<file path="config.mk">
export PLATFORM = sky130hd
export DESIGN_NAME = flash_seq
export DESIGN_NICKNAME = d
export VERILOG_FILES = /design/src/rtl/flash_seq_pkg.sv /design/src/rtl/flash_seq_status_decode.sv /design/src/rtl/flash_seq_poll_timer.sv /design/src/rtl/flash_seq.sv
export SDC_FILE = /design/constraint.sdc
export NUM_CORES = 1
export LEC_CHECK = 0
export BUFFER_PORTS_ARGS = -buffer_cell sky130_fd_sc_hd__buf_2
export CAP_MARGIN = 5
export CORE_MARGIN = 3
export CORE_UTILIZATION = 48
export CTS_CLUSTER_SIZE = 12
export DETAILED_ROUTE_END_ITERATION = 10
export GPL_ROUTABILITY_DRIVEN = 0
export GPL_TIMING_DRIVEN = 0
export HOLD_SLACK_MARGIN = 0.12
export PLACE_DENSITY = 0.77
export SLEW_MARGIN = 20
export SYNTH_ARGS = -nofsm -noshare
export SYNTH_HDL_FRONTEND = slang
export SYNTH_SLANG_ARGS = --single-unit
</file>
<file path="constraint.sdc">
create_clock -name clk -period 1.96 [get_ports clk]
set_clock_uncertainty 0.2 [all_clocks]
set_input_delay 0.294 -clock clk [delete_from_list [all_inputs] [get_ports clk]]
set_output_delay 0.294 -clock clk [all_outputs]
set_load 0.1 [all_outputs]
</file>
<file path="src/rtl/flash_seq_pkg.sv">
package flash_seq_pkg;

    typedef enum logic [1:0] {
        OP_ERASE   = 2'd0,
        OP_PROGRAM = 2'd1,
        OP_UNLOCK  = 2'd2,
        OP_NONE    = 2'd3
    } op_e;

    typedef enum logic [3:0] {
        S_IDLE,
        S_SETUP,
        S_CONFIRM,
        S_POLL,
        S_SUS_WR,
        S_SUS_POLL,
        S_SUS_ARR,
        S_SUS_RD,
        S_RESUME,
        S_CLEAR,
        S_ARRAY,
        S_DONE
    } state_e;

    localparam logic [7:0] CMD_ERASE_SETUP  = 8'h20;
    localparam logic [7:0] CMD_PROG_SETUP   = 8'h40;
    localparam logic [7:0] CMD_UNLOCK_SETUP = 8'h60;
    localparam logic [7:0] CMD_CONFIRM      = 8'hD0;
    localparam logic [7:0] CMD_SUSPEND      = 8'hB0;
    localparam logic [7:0] CMD_CLR_STATUS   = 8'h50;
    localparam logic [7:0] CMD_READ_ARRAY   = 8'hFF;

    localparam int SB_READY   = 7;
    localparam int SB_ESUSP   = 6;
    localparam int SB_EFAIL   = 5;
    localparam int SB_PFAIL   = 4;
    localparam int SB_VLOW    = 3;
    localparam int SB_PSUSP   = 2;
    localparam int SB_PROTECT = 1;

    localparam logic [2:0] RES_OK      = 3'd0;
    localparam logic [2:0] RES_VOLT    = 3'd1;
    localparam logic [2:0] RES_PROTECT = 3'd2;
    localparam logic [2:0] RES_SEQ     = 3'd3;
    localparam logic [2:0] RES_FAIL    = 3'd4;
    localparam logic [2:0] RES_TIMEOUT = 3'd5;

endpackage

</file>
<file path="src/rtl/flash_seq_status_decode.sv">
module flash_seq_status_decode
    import flash_seq_pkg::*;
(
    input  logic [7:1] stat,
    input  op_e        op,
    output logic       ready,
    output logic       hit,
    output logic [2:0] code
);

    logic op_fail;

    always_comb begin
        ready   = stat[SB_READY];
        hit     = (op == OP_PROGRAM) ? stat[SB_PSUSP] : stat[SB_ESUSP];
        op_fail = (op == OP_PROGRAM) ? stat[SB_PFAIL] : stat[SB_EFAIL];
        if (stat[SB_VLOW]) begin
            code = RES_VOLT;
        end else if (stat[SB_PROTECT]) begin
            code = RES_PROTECT;
        end else if (stat[SB_PFAIL] && stat[SB_EFAIL]) begin
            code = RES_SEQ;
        end else if (op_fail) begin
            code = RES_FAIL;
        end else begin
            code = RES_OK;
        end
    end

endmodule

</file>
<file path="src/rtl/flash_seq_poll_timer.sv">
module flash_seq_poll_timer #(
    parameter int LIMIT = 64
) (
    input  logic clk,
    input  logic rst_n,
    input  logic clr,
    input  logic inc,
    output logic last
);

    localparam int CW = (LIMIT > 1) ? $clog2(LIMIT) : 1;
    localparam logic [CW-1:0] LAST_VAL = CW'(LIMIT - 1);

    logic [CW-1:0] cnt_q;

    assign last = (cnt_q == LAST_VAL);

    always_ff @(posedge clk or negedge rst_n) begin
        if (!rst_n) begin
            cnt_q <= '0;
        end else if (clr) begin
            cnt_q <= '0;
        end else if (inc && !last) begin
            cnt_q <= cnt_q + 1'b1;
        end
    end

endmodule

</file>
<file path="src/rtl/flash_seq.sv">
module flash_seq
    import flash_seq_pkg::*;
#(
    parameter int AW         = 21,
    parameter int POLL_LIMIT = 64
) (
    input  logic          clk,
    input  logic          rst_n,
    input  logic          req_valid,
    input  logic [1:0]    req_op,
    input  logic [AW-1:0] req_addr,
    input  logic [7:0]    req_data,
    output logic          req_ready,
    input  logic          susp_req,
    input  logic [AW-1:0] susp_addr,
    output logic          susp_done,
    output logic          susp_hit,
    output logic [7:0]    susp_data,
    output logic          done,
    output logic [2:0]    result,
    output logic          bus_we,
    output logic          bus_re,
    output logic [AW-1:0] bus_addr,
    output logic [7:0]    bus_wdata,
    input  logic [7:0]    bus_rdata
);

    state_e        state, nxt;
    op_e           op_q;
    logic [AW-1:0] addr_q;
    logic [AW-1:0] saddr_q;
    logic [7:0]    data_q;
    logic          pend_q;
    logic [7:1]    saved_q;
    logic [2:0]    res_q;
    logic          sdone_q;
    logic          shit_q;
    logic [7:0]    sdata_q;

    logic [7:1]    dec_in;
    logic          st_ready;
    logic          st_hit;
    logic [2:0]    st_code;
    logic          polling;
    logic          t_last;
    logic          take_req;

    assign take_req = req_valid && (op_e'(req_op) != OP_NONE);
    assign polling  = (state == S_POLL) || (state == S_SUS_POLL);
    assign dec_in   = (state == S_SUS_RD) ? saved_q : bus_rdata[7:1];

    flash_seq_status_decode u_decode (
        .stat  (dec_in),
        .op    (op_q),
        .ready (st_ready),
        .hit   (st_hit),
        .code  (st_code)
    );

    flash_seq_poll_timer #(.LIMIT(POLL_LIMIT)) u_timer (
        .clk   (clk),
        .rst_n (rst_n),
        .clr   (!polling),
        .inc   (polling && !st_ready),
        .last  (t_last)
    );

    // next state
    always_comb begin
        nxt = state;
        unique case (state)
            S_IDLE:     if (take_req) nxt = S_SETUP;
            S_SETUP:    nxt = S_CONFIRM;
            S_CONFIRM:  nxt = S_POLL;
            S_POLL: begin
                if (st_ready)    nxt = (st_code != RES_OK) ? S_CLEAR : S_DONE;
                else if (t_last) nxt = S_CLEAR;
                else if (pend_q) nxt = S_SUS_WR;
            end
            S_SUS_WR:   nxt = S_SUS_POLL;
            S_SUS_POLL: begin
                if (st_ready)    nxt = S_SUS_ARR;
                else if (t_last) nxt = S_CLEAR;
            end
            S_SUS_ARR:  nxt = S_SUS_RD;
            S_SUS_RD: begin
                if (st_hit)                nxt = S_RESUME;
                else if (st_code != RES_OK) nxt = S_CLEAR;
                else                        nxt = S_DONE;
            end
            S_RESUME:   nxt = S_POLL;
            S_CLEAR:    nxt = S_ARRAY;
            S_ARRAY:    nxt = S_DONE;
            S_DONE:     nxt = S_IDLE;
            default:    nxt = S_IDLE;
        endcase
    end

    // state register
    always_ff @(posedge clk or negedge rst_n) begin
        if (!rst_n) state <= S_IDLE;
        else        state <= nxt;
    end

    // request, suspend and result bookkeeping
    always_ff @(posedge clk or negedge rst_n) begin
        if (!rst_n) begin
            op_q    <= OP_ERASE;
            addr_q  <= '0;
            saddr_q <= '0;
            data_q  <= '0;
            pend_q  <= 1'b0;
            saved_q <= '0;
            res_q   <= RES_OK;
            sdone_q <= 1'b0;
            shit_q  <= 1'b0;
            sdata_q <= '0;
        end else begin
            sdone_q <= 1'b0;
            if (state == S_IDLE && take_req) begin
                op_q   <= op_e'(req_op);
                addr_q <= req_addr;
                data_q <= req_data;
            end
            if (state == S_IDLE || state == S_SUS_WR) begin
                pend_q <= 1'b0;
            end else if (state == S_POLL && susp_req && !pend_q && op_q != OP_UNLOCK) begin
                pend_q  <= 1'b1;
                saddr_q <= susp_addr;
            end
            if (state == S_POLL || state == S_SUS_POLL) begin
                if (st_ready)    res_q <= st_code;
                else if (t_last) res_q <= RES_TIMEOUT;
            end
            if (state == S_SUS_POLL && st_ready) begin
                saved_q <= bus_rdata[7:1];
            end
            if (state == S_SUS_RD) begin
                sdone_q <= 1'b1;
                shit_q  <= st_hit;
                sdata_q <= bus_rdata;
                res_q   <= st_code;
            end
        end
    end

    // outputs
    always_comb begin
        bus_we    = 1'b0;
        bus_re    = 1'b0;
        bus_addr  = addr_q;
        bus_wdata = 8'h00;
        unique case (state)
            S_SETUP: begin
                bus_we = 1'b1;
                unique case (op_q)
                    OP_PROGRAM: bus_wdata = CMD_PROG_SETUP;
                    OP_UNLOCK:  bus_wdata = CMD_UNLOCK_SETUP;
                    default:    bus_wdata = CMD_ERASE_SETUP;
                endcase
            end
            S_CONFIRM: begin
                bus_we    = 1'b1;
                bus_wdata = (op_q == OP_PROGRAM) ? data_q : CMD_CONFIRM;
            end
            S_POLL, S_SUS_POLL: bus_re = 1'b1;
            S_SUS_WR: begin
                bus_we    = 1'b1;
                bus_wdata = CMD_SUSPEND;
            end
            S_SUS_ARR, S_ARRAY: begin
                bus_we    = 1'b1;
                bus_wdata = CMD_READ_ARRAY;
            end
            S_SUS_RD: begin
                bus_re   = 1'b1;
                bus_addr = saddr_q;
            end
            S_RESUME: begin
                bus_we    = 1'b1;
                bus_wdata = CMD_CONFIRM;
            end
            S_CLEAR: begin
                bus_we    = 1'b1;
                bus_wdata = CMD_CLR_STATUS;
            end
            default: begin
                bus_we = 1'b0;
            end
        endcase
        req_ready = (state == S_IDLE);
        done      = (state == S_DONE);
        result    = res_q;
        susp_done = sdone_q;
        susp_hit  = shit_q;
        susp_data = sdata_q;
    end

endmodule

</file>
==> results of run 1 <==
## kinds of logic after synthesis
logic type / after synthesis / share of synthesized area (%)
and+or+nand+nor: 150 / 16.73
DFF: 83 / 50.50
muxes: 64 / 17.77
AOI/OAI and AO/OA: 58 / 9.280
buffers and inverters: 37 / 4.502
adders and majority gates: 4 / 1.217
## stage by stage
stage,area [sq um],TNS (ns),hold slack [ns],setup slack [ns],util [%]
2_1_floorplan,4701,-36.55,-0.2016,-0.7520,-
3_3_place_gp,5373,-54.59,0.2539,-0.8994,65.06
3_5_place_dp,5403,-33.16,0.08891,-0.9730,65.42
4_1_cts,7626,-19.03,0.2349,-0.3659,92.35
## repair_timing
| item | in CTS |
|---|---|
| gates resized for setup | 284 |
| setup endpoints to repair | 61 |
| setup buffers | 26 |
| gates cloned | 2 |
| pin swaps | 44 |
| hold buffers | 60 |
| hold endpoints to repair | 134 |
## cells in the mapped netlist (5+ instances only)
library cell and count:
mux2_2 58, a21oi_1 19, buf_6 5, nor2_1 9, clkbuf_1 11, buf_2 7
o21ai_0 12, nand2_1 104, nand2b_1 5, dfrtp_1 83, inv_1 12, nand3_1 10
## metal layers
| metal | overflow | global-route usage, % |
|---|---|---|
| met1 | 0 | 81.36 |
| met5 | 0 | 14.87 |
| met2 | 242 | 104.7 |
| met4 | 107 | 93.17 |
| met3 | 1 | 64.54 |
==> impl_metrics.py, run 1 <==
metrics = {
    "clocking": {
        "cts_sinks": 83,
        "cts-root-buf": "clkbuf_8",
        "clock_path_buffers": 2,
        "cts_buffers": 9,
        "htreeDepth": 3,
    },
    "grt": {
        "grt_max_degree": 51,
        "grt_usage_pct": 84.27,
        "grt.overflow.total": 350,
    },
    "synthesis": {
        "synth_area_sq_um": 4113,
        "avgSynthCellArea_sq_um": 10.39,
        "synthArstFlopShare_pct": 100.0,
        "ys_seq_elements": 83,
        "synth_nets": 464,
        "yosysSeqAreaShare_pct": 50.50,
        "synthTopCellsByArea": "dfrtp_1 (51%), mux2_2 (16%), nand2_1 (9.5%), a21oi_1 (2.3%), o21ai_0 (1.5%)",
        "synth_top_area_share_pct": 50.50,
        "yosysTopAreaCell": "dfrtp_1",
        "synth-edff-count": 0,
        "synth_cell_types": 49,
        "netlist_instances": 396,
        "synth_warnings": 0,
        "ys.flop_type": "dfrtp_1",
    },
    "timing": {
        "grt-worst-endpoint": "bus_addr[1]",
        "worst-ep-kind": "primary output",
    },
    "floorplanning": {
        "die_h_um": 98.57,
        "start_util_pct": 49.80,
        "num_io_pins": 110,
        "row_count": 33,
        "die_w_um": 98.57,
    },
    "placed_design": {
        "place_inst": 610,
        "io_buffers": 108,
        "hpwlAfterDp_um": 7564,
    },
    "status": {
        "lastStage": "5_1_grt",
        "firstError": "[ERROR GRT-0232] Routing congestion too high. Check the congestion heatmap in the GUI.",
        "status": "stopped before the end",
    },
}
==> run 2: changes to the inputs <==
--- a/config.mk
+++ b/config.mk
@@ -8,13 +8,11 @@
 export BUFFER_PORTS_ARGS = -buffer_cell sky130_fd_sc_hd__buf_2
 export CAP_MARGIN = 5
 export CORE_MARGIN = 3
-export CORE_UTILIZATION = 48
-export CTS_CLUSTER_SIZE = 12
+export CORE_UTILIZATION = 40
 export DETAILED_ROUTE_END_ITERATION = 10
 export GPL_ROUTABILITY_DRIVEN = 0
 export GPL_TIMING_DRIVEN = 0
-export HOLD_SLACK_MARGIN = 0.12
-export PLACE_DENSITY = 0.77
+export PLACE_DENSITY_LB_ADDON = 0.15
 export SLEW_MARGIN = 20
 export SYNTH_ARGS = -nofsm -noshare
 export SYNTH_HDL_FRONTEND = slang
==> constraint.sdc (replaced) <==
create_clock -name clk -period 2.55 [get_ports clk]
set_clock_uncertainty 0.2 [all_clocks]
set_input_delay 0.3825 -clock clk [delete_from_list [all_inputs] [get_ports clk]]
set_output_delay 0.3825 -clock clk [all_outputs]
set_load 0.1 [all_outputs]
==> impl_metrics.py, run 2 <==
metrics = {
    "detailed_routing": {
        "drt_first_pass_iters": 4,
        "wl_um": 10380,
        "viasPerCell": 5.132,
        "vias": 3372,
        "drt_iter0_markers": 172,
        "ant_nets": 0,
        "drc_errors": 0,
        "post_drt_wl_per_cell_um": 15.80,
    },
    "clocking": {
        "clkLatencyLatePin_ns": 0.35,
        "cts-root-buf": "clkbuf_8",
        "tritoncts": "built",
        "cts_sinks": 83,
        "path_clk_slew_ns": 0.09,
        "htreeDepth": 3,
        "cts_buffers": 9,
        "clock_path_buffers": 2,
    },
    "setup_path": {
        "crit_path_end_kind": "primary output",
        "path_cells": "buf_4, or2b_1, a211o_1, buf_4, nand2_2, buf_12",
        "crit_path_frequent_cell": "buf_4",
        "slowest_delay_ns": 0.37,
        "r2r_cells": 6,
        "cp.arrival_ns": 1.89,
        "critical_path.startpoint_type": "flip-flop",
        "cp_max_fo": 10,
        "rr_startpoint": "state[3]",
        "required_ns": 1.97,
        "r2r_end": "saddr_q[14]",
        "startpoint": "state[1]",
        "crit_slowest_cell": "dfrtp_1",
        "rrSetupSlack_ns": 0.22,
        "crit_type": "reg2out",
    },
    "timing": {
        "min_period_ns": 2.471,
        "worst_pin_slew_ns": 0.6292,
        "whs_ns": 0.02164,
        "tns_ns": 0,
        "min_period_over_period_pct": 96.91,
        "slew_violations": 0,
        "worst_slack_ns": 0.07889,
        "setup_violations": 0,
        "finalHoldViolCount": 0,
        "fmax_ghz": 0.4047,
        "slew_headroom_pct": 58.05,
    },
    "synthesis": {
        "synth_area_sq_um": 4113,
        "yosysSeqAreaShare_pct": 50.50,
        "netlist_instances": 396,
        "synthTopCellsByArea": "dfrtp_1 (51%), mux2_2 (16%), nand2_1 (9.5%), a21oi_1 (2.3%), o21ai_0 (1.5%)",
        "ys_seq_elements": 83,
        "synth_nets": 464,
        "synth_cell_types": 49,
        "synthArstFlopShare_pct": 100.0,
        "ys_top_cells_by_count": "nand2_1 (104), dfrtp_1 (83), mux2_2 (58)",
        "yosysMostFrequentCell": "nand2_1",
        "synth-edff-count": 0,
        "synth_top_area_share_pct": 50.50,
        "avgSynthCellArea_sq_um": 10.39,
        "yosysTopAreaCell": "dfrtp_1",
        "ys.flop_type": "dfrtp_1",
        "synth_warnings": 0,
    },
    "worst_hold_path": {
        "holdCritPathClass": "in2reg",
        "whs_path_depth": 3,
        "hold_start": "bus_rdata[0]",
        "whs_endpoint": "susp_data[0]",
    },
    "placed_design": {
        "dp_slack_ns": -0.3283,
        "io_buffers": 108,
        "hpwlAfterDp_um": 7417,
    },
    "floorplanning": {
        "die_w_um": 107.4,
        "core_area_sq_um": 9864,
        "num_io_pins": 110,
        "die_area_sq_um": 11530,
        "row_count": 36,
        "start_util_pct": 41.69,
        "die_h_um": 107.4,
    },
    "layout": {
        "synthToLayoutAreaGrowth_pct": 35.96,
        "final_cell_mix": "dfrtp_1 (83), nand2_1 (82), buf_2 (77)",
        "diodes": 0,
        "reg_top3": "addr_q: 21 flops, saddr_q: 21 flops",
        "drive_above_1_share_pct": 47.52,
        "nets": 587,
        "final_common_cell": "dfrtp_1",
    },
    "job": {
        "max-cap-violations": 0,
    },
    "grt": {
        "grt_pass1_vias": 3446,
        "grt_usage_pct": 18.42,
        "grt.overflow.total": 0,
        "grt_max_degree": 47,
        "antenna_found_initial": 0,
        "grt_pass1_wl_um": 16770,
    },
    "status": {
        "status": "complete, no violations",
    },
}
-- run 2: cell counts after synthesis --
Identical to the previous run, type by type.
-- run 2: timing repair --
action                                 in CTS  in global routing
endpoints found under the hold margin      45                  0
cloned                                      0                  0
buffers inserted                            0                  3
hold buffers                                1                  0
resized for setup                          97                 34
setup endpoints to repair                  31                 50
-- run 2: through the flow --
stage	cell area, sq um	instances	utilization [%]
after floorplan	4218	396	-
after global placement	4925	637	49.92
after detailed placement	4947	638	50.15
after CTS	5464	654	55.39
after global routing	5592	657	56.68
final	5592	657	56.68
-- run 2: worst max-delay path by stage --
stage | cells past startpoint | endpoint
finish | 6 | bus_re
global route | 9 | bus_addr[2]
CTS | 8 | bus_addr[6]
detailed placement | 8 | bus_addr[11]
global placement | 8 | bus_addr[19]
floorplan | 3 | bus_we
-- run 2: final cells by class --
class	count	area [sq um]
Buffer	24	219.0
Tap cell	133	166.4
Clock inverter	6	71.32
Clock buffer	10	137.6
Inverter	12	45.04
Sequential cell	83	2077
Multi-Input combinational cell	276	1981
Fill cell	877	4273
Timing Repair Buffer	113	894.6
-- run 2: kinds of logic after synthesis --
logic type                 share of synthesized area, %
and+or+nand+nor                                   16.73
DFF                                               50.50
muxes                                             17.77
AOI/OAI and AO/OA                                 9.280
buffers and inverters                             4.502
adders and majority gates                         1.217
-- run 2: worst max-delay path: cells and delay by family (launching register included) --
family | cells | cell delay, ns
buffers and inverters | 3 | 0.51
AND/OR/NAND/NOR | 2 | 0.36
AO/OA/AOI/OAI | 1 | 0.29
flip-flops | 1 | 0.37
-- run 2: layer usage --
metal,GRT usage (%),share of wire (%)
met1,24.12,43
met2,28.91,48
met3,6.179,7.5
met4,5.861,1.3
met5,0,0
Power of run 2 is left out: the tool's default activity adds up to more than one toggle a clock period on the data nets, which glitch-free logic cannot reach.
